--- config.mk ---
export PLATFORM = sky130hd
export DESIGN_NAME = clkrdy_irq_ctrl
export DESIGN_NICKNAME = d
export VERILOG_FILES = /design/src/rtl/clkrdy_pkg.sv /design/src/rtl/clkrdy_sync.sv /design/src/rtl/clkrdy_gate.sv /design/src/rtl/clkrdy_flags.sv /design/src/rtl/clkrdy_regs.sv /design/src/rtl/clkrdy_irq_ctrl.sv
export SDC_FILE = /design/constraint.sdc
export NUM_CORES = 1
export LEC_CHECK = 0
export ABC_CLOCK_PERIOD_IN_PS = 1300
export BUFFER_PORTS_ARGS = -buffer_cell sky130_fd_sc_hd__buf_4
export CORE_MARGIN = 1
export CORE_UTILIZATION = 44
export DETAILED_ROUTE_END_ITERATION = 7
export GPL_TIMING_DRIVEN = 0
export PLACE_DENSITY = 0.78
export REMOVE_ABC_BUFFERS = 1
export SLEW_MARGIN = 20
export SYNTH_ARGS = -nofsm -noshare
export SYNTH_HDL_FRONTEND = slang
export SYNTH_SLANG_ARGS = --single-unit
--- constraint.sdc ---
create_clock -name clk_i -period 1.3 [get_ports clk_i]
set_input_delay 0 -clock clk_i [delete_from_list [all_inputs] [get_ports clk_i]]
set_output_delay 0 -clock clk_i [all_outputs]
set_load 0.02 [all_outputs]
--- src/rtl/clkrdy_pkg.sv ---
package clkrdy_pkg;
    localparam int unsigned NUM_SRC  = 8;
    localparam int unsigned QUAL_IDX = 3;
    typedef logic [NUM_SRC-1:0] src_vec_t;
endpackage

--- src/rtl/clkrdy_sync.sv ---
module clkrdy_sync #(
    parameter int unsigned STAGES = 2
) (
    input  logic clk_i,
    input  logic rst_ni,
    input  logic rdy_i,
    output logic rise_o
);
    typedef struct packed {
        logic [STAGES-1:0] chain;
        logic              prev;
    } sync_st_t;

    sync_st_t st_d, st_q;

    always_comb begin
        st_d       = st_q;
        st_d.chain = (st_q.chain << 1) | STAGES'(rdy_i);
        st_d.prev  = st_q.chain[STAGES-1];
    end

    always_ff @(posedge clk_i or negedge rst_ni) begin
        if (!rst_ni) st_q <= '0;
        else         st_q <= st_d;
    end

    assign rise_o = st_q.chain[STAGES-1] & ~st_q.prev;

    // an event is a single-cycle pulse
    a_r2_single_pulse: assert property (@(posedge clk_i) disable iff (!rst_ni)
        rise_o |=> !rise_o);
endmodule

--- src/rtl/clkrdy_gate.sv ---
module clkrdy_gate
    import clkrdy_pkg::*;
(
    input  src_vec_t rise_i,
    input  src_vec_t en_i,
    input  logic     sw_start_i,
    output src_vec_t set_o
);
    for (genvar g = 0; g < NUM_SRC; g++) begin : g_bit
        if (g == QUAL_IDX) begin : g_qual
            assign set_o[g] = rise_i[g] & en_i[g] & sw_start_i;
        end else begin : g_plain
            assign set_o[g] = rise_i[g] & en_i[g];
        end
    end
endmodule

--- src/rtl/clkrdy_flags.sv ---
module clkrdy_flags
    import clkrdy_pkg::*;
(
    input  logic     clk_i,
    input  logic     rst_ni,
    input  src_vec_t set_i,
    input  src_vec_t clr_i,
    output src_vec_t flags_o,
    output logic     irq_o
);
    typedef struct packed {
        src_vec_t flags;
        logic     irq;
    } flag_st_t;

    flag_st_t st_d, st_q;

    always_comb begin
        st_d       = st_q;
        st_d.flags = (st_q.flags & ~clr_i) | set_i;
        st_d.irq   = |st_q.flags;
    end

    always_ff @(posedge clk_i or negedge rst_ni) begin
        if (!rst_ni) st_q <= '0;
        else         st_q <= st_d;
    end

    assign flags_o = st_q.flags;
    assign irq_o   = st_q.irq;

    // a flag only rises after a set event
    a_r3_no_spurious_set: assert property (@(posedge clk_i) disable iff (!rst_ni)
        ((st_q.flags & ~$past(st_q.flags)) & ~$past(set_i)) == '0);
    // a flag only falls after a clear of that bit
    a_r4_clear_needs_write: assert property (@(posedge clk_i) disable iff (!rst_ni)
        (($past(st_q.flags) & ~st_q.flags) & ~$past(clr_i)) == '0);
    // set beats clear
    a_r5_set_wins: assert property (@(posedge clk_i) disable iff (!rst_ni)
        (set_i != '0) |=> ((st_q.flags & $past(set_i)) == $past(set_i)));
    // combined request follows flags by one cycle
    a_r7_irq_rise: assert property (@(posedge clk_i) disable iff (!rst_ni)
        (st_q.flags != '0) |=> irq_o);
    a_r7_irq_fall: assert property (@(posedge clk_i) disable iff (!rst_ni)
        (st_q.flags == '0) |=> !irq_o);
endmodule

--- src/rtl/clkrdy_regs.sv ---
module clkrdy_regs
    import clkrdy_pkg::*;
#(
    parameter int unsigned ADDR_W    = 8,
    parameter int unsigned DATA_W    = 32,
    parameter int unsigned FLAG_ADDR = 'h1C,
    parameter int unsigned CLR_ADDR  = 'h20
) (
    input  logic              clk_i,
    input  logic              rst_ni,
    input  logic              bus_sel_i,
    input  logic              bus_wr_i,
    input  logic [ADDR_W-1:0] bus_addr_i,
    input  src_vec_t          bus_wdata_i,
    input  src_vec_t          flags_i,
    output src_vec_t          clr_o,
    output logic [DATA_W-1:0] bus_rdata_o
);
    localparam logic [ADDR_W-1:0] FlagA = ADDR_W'(FLAG_ADDR);
    localparam logic [ADDR_W-1:0] ClrA  = ADDR_W'(CLR_ADDR);

    logic hit_flag_rd, hit_clr_wr;

    always_comb begin
        hit_flag_rd = bus_sel_i && !bus_wr_i && (bus_addr_i == FlagA);
        hit_clr_wr  = bus_sel_i &&  bus_wr_i && (bus_addr_i == ClrA);
        clr_o       = hit_clr_wr ? bus_wdata_i : '0;
        bus_rdata_o = hit_flag_rd ? DATA_W'(flags_i) : '0;
    end

    // the clear register reads as zero
    a_r9_clr_reads_zero: assert property (@(posedge clk_i) disable iff (!rst_ni)
        (bus_sel_i && !bus_wr_i && bus_addr_i == ClrA) |-> (bus_rdata_o == '0));
endmodule

--- src/rtl/clkrdy_irq_ctrl.sv ---
module clkrdy_irq_ctrl
    import clkrdy_pkg::*;
#(
    parameter int unsigned SYNC_STAGES = 2,
    parameter int unsigned ADDR_W      = 8,
    parameter int unsigned DATA_W      = 32,
    parameter int unsigned FLAG_ADDR   = 'h1C,
    parameter int unsigned CLR_ADDR    = 'h20
) (
    input  logic               clk_i,
    input  logic               rst_ni,
    input  logic [NUM_SRC-1:0] ready_i,
    input  logic [NUM_SRC-1:0] irq_en_i,
    input  logic               sw_start_i,
    input  logic               bus_sel_i,
    input  logic               bus_wr_i,
    input  logic [ADDR_W-1:0]  bus_addr_i,
    input  logic [NUM_SRC-1:0] bus_wdata_i,
    output logic [DATA_W-1:0]  bus_rdata_o,
    output logic               irq_o
);
    src_vec_t rise, set_vec, clr_vec, flags;

    for (genvar g = 0; g < NUM_SRC; g++) begin : g_sync
        clkrdy_sync #(.STAGES(SYNC_STAGES)) i_sync (
            .clk_i  (clk_i),
            .rst_ni (rst_ni),
            .rdy_i  (ready_i[g]),
            .rise_o (rise[g])
        );
    end

    clkrdy_gate i_gate (
        .rise_i     (rise),
        .en_i       (irq_en_i),
        .sw_start_i (sw_start_i),
        .set_o      (set_vec)
    );

    clkrdy_flags i_flags (
        .clk_i   (clk_i),
        .rst_ni  (rst_ni),
        .set_i   (set_vec),
        .clr_i   (clr_vec),
        .flags_o (flags),
        .irq_o   (irq_o)
    );

    clkrdy_regs #(
        .ADDR_W    (ADDR_W),
        .DATA_W    (DATA_W),
        .FLAG_ADDR (FLAG_ADDR),
        .CLR_ADDR  (CLR_ADDR)
    ) i_regs (
        .clk_i       (clk_i),
        .rst_ni      (rst_ni),
        .bus_sel_i   (bus_sel_i),
        .bus_wr_i    (bus_wr_i),
        .bus_addr_i  (bus_addr_i),
        .bus_wdata_i (bus_wdata_i),
        .flags_i     (flags),
        .clr_o       (clr_vec),
        .bus_rdata_o (bus_rdata_o)
    );

    // a flag-3 event needs the software-start qualifier
    a_r6_qual_needed: assert property (@(posedge clk_i) disable iff (!rst_ni)
        set_vec[QUAL_IDX] |-> sw_start_i);
    // events only pass where the enable is high
    a_r3_enable_needed: assert property (@(posedge clk_i) disable iff (!rst_ni)
        (set_vec & ~irq_en_i) == '0);
endmodule

## Yosys cells after proc, flatten, opt, wreduce, memory -nomap -nowiden

Index checks and enable logic that the tools add are counted.

| word-level totals | value |
|---|---|
| bits in registers | 33 |
| bits of input ports | 37 |
| output and inout port bits | 33 |
| logic and storage cells | 64 |

| operators by class | value |
|---|---|
| equality and inequality tests | 2 |
| multiplexer cells | 2 |
| bitwise gates (word level) | 36 |
| reductions and logical operators | 6 |

Operator list:

| operator | number |
|---|---|
| $and 1x1->1 | 17 |
| $mux 8 | 2 |
| $or 2x1->2 | 8 |
| $and 8x8->8 | 1 |
| $eq 8x5->1 const B | 1 |
| $eq 8x6->1 const B | 1 |
| $not 1->1 | 8 |
| $not 8->8 | 1 |
| $or 8x8->8 | 1 |
| $reduce_or 8->1 | 1 |
| $logic_and 1x1->1 | 4 |
| $logic_not 1->1 | 1 |

## Logic depth before layout (Yosys ltp)

| logic depth | value |
|---|---|
| depth after elaboration | 6 |
| depth in mapped cells | 3 |
| mapped depth without buffers | 3 |

## Modules after synthesis

Synthesis repeated with hierarchy kept, for this count alone.

| second synthesis, totals | value |
|---|---|
| cells, all modules | 135 |
| area, all modules | 1637.8 um2 |

By module, submodules not included:

| module | times used | cells each | area each (um2) | sequential area each (um2) |
|---|---|---|---|---|
| clkrdy_sync | 8 | 4 | 88.8 | 75.1 |
| clkrdy_regs | 1 | 67 | 544.3 | 0.0 |
| clkrdy_flags | 1 | 28 | 332.8 | 225.2 |
| clkrdy_gate | 1 | 8 | 50.0 | 0.0 |

## Least setup slack after synthesis

No wires, ideal clock.

| timing | value |
|---|---|
| kind | input-to-reg |
| start | input port bus_addr_i[1] |
| end | register i_flags.st_q, in the netlist i_flags.flags_o[3] |
| library setup time | 144 ps |
| arrival | 1023 ps |
| path slack | 133 ps |
| stages | 3 |
| path buffers | 0 |
| cells stage by stage | or4_4 nor4_4 a22oi_1 |

RTL lines:

| element | RTL line | text |
|---|---|---|
| from (decl) | clkrdy_irq_ctrl.sv:17 | `input logic [ADDR_W-1:0] bus_addr_i,` |
| to (signal assigned) | clkrdy_flags.sv:26 | `else st_q <= st_d;` |
| to (decl) | clkrdy_flags.sv:16 | `flag_st_t st_d, st_q;` |

## Worst setup path in the final report

| timing | value |
|---|---|
| start | input port bus_addr_i[1] |
| end | output port bus_rdata_o[4] |

| on the way | value |
|---|---|
| word-level cells in the longest chain between the ends | 3 |

RTL lines:

| element | RTL line | text |
|---|---|---|
| $eq 8x5->1 | clkrdy_regs.sv:25 | `hit_flag_rd = bus_sel_i && !bus_wr_i && (bus_addr_i == FlagA);` |
| $logic_and 1x1->1 | clkrdy_regs.sv:25 |  |
| $mux 8 | clkrdy_regs.sv:28 | `bus_rdata_o = hit_flag_rd ? DATA_W'(flags_i) : '0;` |
| to (decl) | clkrdy_irq_ctrl.sv:19 | `output logic [DATA_W-1:0] bus_rdata_o,` |

Every way passes these cells.

==> impl_metrics.json <==
{
  "outcome": "finished, violations left",
  "violations": "design-rule violations",
  "skew_ps": 7.69,
  "critPathRequiredTime_ps": 1300,
  "core_area_um2": 2810,
  "ios": 70,
  "num_rows": 19,
  "yosysUniqueCellTypes": 15,
  "finalHoldViolCount": 0,
  "antennaDiodeCount": 0,
  "synthCells": 108,
  "initial_utilization": 0.475,
  "p_sw_frac": 0.234,
  "setup_viol": 0,
  "gp_congestion": 0.796,
  "grt_setup_unrepaired": "true",
  "seq_area_um2": 826,
  "stdcell_count": 210,
  "drive_gt1_frac": 0.352,
  "clockRootBuffer": "clkbuf_4",
  "die_h_um": 57.0,
  "p_int_uw": 1400,
  "ys_top_cells_by_area": "dfrtp_1 (62%), buf_4 (14%), o21bai_1 (3.9%)",
  "insertion_delay_ps": 320,
  "seq_power_share": 0.588,
  "drt_iter0_markers": 32,
  "area_growth_pct": 43.7,
  "ant_nets": 0,
  "yosys_warnings": 0,
  "hpwl_um": 1790,
  "maxSlewViolCount": 0,
  "wl_um": 2370,
  "io_buffer_count": 45,
  "power_uw": 1830,
  "cts_tree": "done",
  "die_w_um": 57.0,
  "dp.cells": 183,
  "dp_worst_setup_slack_ps": -173,
  "whs_ps": 25.7,
  "path_max_fanout": 8,
  "nets": 215,
  "path_clk_slew_ps": 90,
  "worst_slack_ps": 32.0,
  "min_path_type": "input pin to register",
  "ir_drop_mv": 0.690,
  "relSlewSlack": 0.664,
  "p_sw_uw": 428,
  "grt_util_all_layers": 0.169,
  "worstMarginPinSlew_ps": 500,
  "antenna_found_initial": 0,
  "overflow": 0,
  "synth_seq_area_share": 0.620,
  "grt_pass1_wl_um": 4000,
  "critPathArrivalTime_ps": 1270,
  "path_class": "input pin to primary output",
  "synth_top_cell_by_area": "dfrtp_1",
  "viasPerCell": 4.47,
  "syn_area_per_cell_um2": 12.3,
  "cts_buffers": 5,
  "start_kind": "input pin",
  "drt_pass1_iterations": 5,
  "drc": 20,
  "grt_max_degree": 34,
  "comb_power_share": 0.132,
  "power_density_nw_per_um2": 957,
  "clkPwrFrac": 0.279,
  "clock.fmax_mhz": 789,
  "min_period_over_period": 0.975,
  "p_leak_uw": 0.000989,
  "htree_levels": 2,
  "clock_path_buffers": 2,
  "dieArea_um2": 3250,
  "wire_per_inst_um": 11.3,
  "multiInputGateArea_um2": 394,
  "clkSinkCount": 33,
  "period_minus_slack_ps": 1270,
  "drv_cap": 0,
  "fillers": 216,
  "ys_seq_elements": 33,
  "netlist_area_um2": 1330,
  "synth_top_area_share": 0.620,
  "final_util": 0.682,
  "grt_pass1_vias": 999,
  "cp-end-kind": "primary output",
  "dr_total_vias": 938
}
## path summary, 6_finish.rpt
kind / startpoint / to / slack [ps] / depth (start not counted)
worst max register to register: g_sync[3].i_sync.st_q[0] / i_flags.flags_o[3] / 330 / 3
min in group asynchronous: rst_ni / i_flags.flags_o[5] / 140 / 2
worst min-delay path: irq_en_i[3] / i_flags.flags_o[3] / 30 / 3
worst min register to register: g_sync[5].i_sync.st_q[1] / g_sync[5].i_sync.st_d[0] / 350 / 0
worst max-delay path: bus_addr_i[1] / bus_rdata_o[4] / 30 / 6
max in group asynchronous: rst_ni / g_sync[7].i_sync.st_d[0] / 880 / 2
## power groups by stage
stage                     Combinational [uW]  Clock, uW  Sequential, uW
after global placement                   194          0            1090
final                                    242        512            1080
after CTS                                242        543            1080
after detailed placement                 198          0            1100
after global routing                     265        584            1080
after floorplan                         90.7          0            1090
## cell families (layout without fill, tap and decap cells)
group / after synthesis / in the layout / share of synthesized area
buffers and inverters: 34 / 82 / 0.164
flip-flops: 33 / 33 / 0.620
AND/OR/NAND/NOR: 25 / 25 / 0.135
AO/OA/AOI/OAI: 15 / 15 / 0.0780
other: 1 / 24 / 0.00282
## critical path, stage by stage
cell and delay [ps]:
buf_6 90, or4_4 540, nor4_4 230, buf_6 160
and2_4 140, buf_6 110
## layout make-up
class | instances | share of cell area
multi-input cells | 64 | 0.206
inverters | 10 | 0.0196
well taps | 31 | 0.0203
flip-flops and latches | 33 | 0.432
clock buffers | 8 | 0.0255
repair buffers | 64 | 0.297
## placed cells by master, fill, tap and decap left out, drive strengths merged
master,count
a22oi,1
dlygate4sd3,17
o22ai,7
buf,47
dfrtp,33
o21bai,7
inv,10
nand2,8
nand4b,2
conb,24
and2,9
clkbuf,8
or4b,1
or4,1
nor4,4
## flip-flops by register name, indices dropped and copies added, names as in the netlist
register,flops
i_flags.flags_o,8
g_sync.i_sync.st_q,16
i_flags.irq_o,1
g_sync.i_sync.st_d,8
## per-stage QoR
stage / area, um2 / TNS (ps)
after global placement: 1610 / -1050
after global routing: 1910 / -74.7
after floorplan: 1240 / 0
after CTS: 1900 / -142
final: 1910 / 0
after detailed placement: 1610 / -1710
## layer usage
| metal | wire (um) | track usage | vias to the layer above |
|---|---|---|---|
| met5 | 0 | 0 | - |
| met4 | 11 | 0.0592 | 0 |
| met3 | 253 | 0.0748 | 2 |
| met2 | 1270 | 0.311 | 59 |
| met1 | 834 | 0.167 | 431 |
| li1 | - | - | 446 |
## cells in the mapped netlist, drive strengths merged
library cell  count
nor4              4
and2              9
o21bai            7
dfrtp            33
buf              24
or4b              1
conb              1
a22oi             1
or4               1
nand4b            2
nand2             8
o22ai             7
inv              10
## what timing repair did
item	CTS	global route
setup endpoints to repair	8	8
gates resized for setup	15	5
buffers inserted	2	0
hold endpoints to repair	49	0
pin swaps	8	3
hold buffers	17	0
No activity file was read; power rests on OpenSTA's default activity.
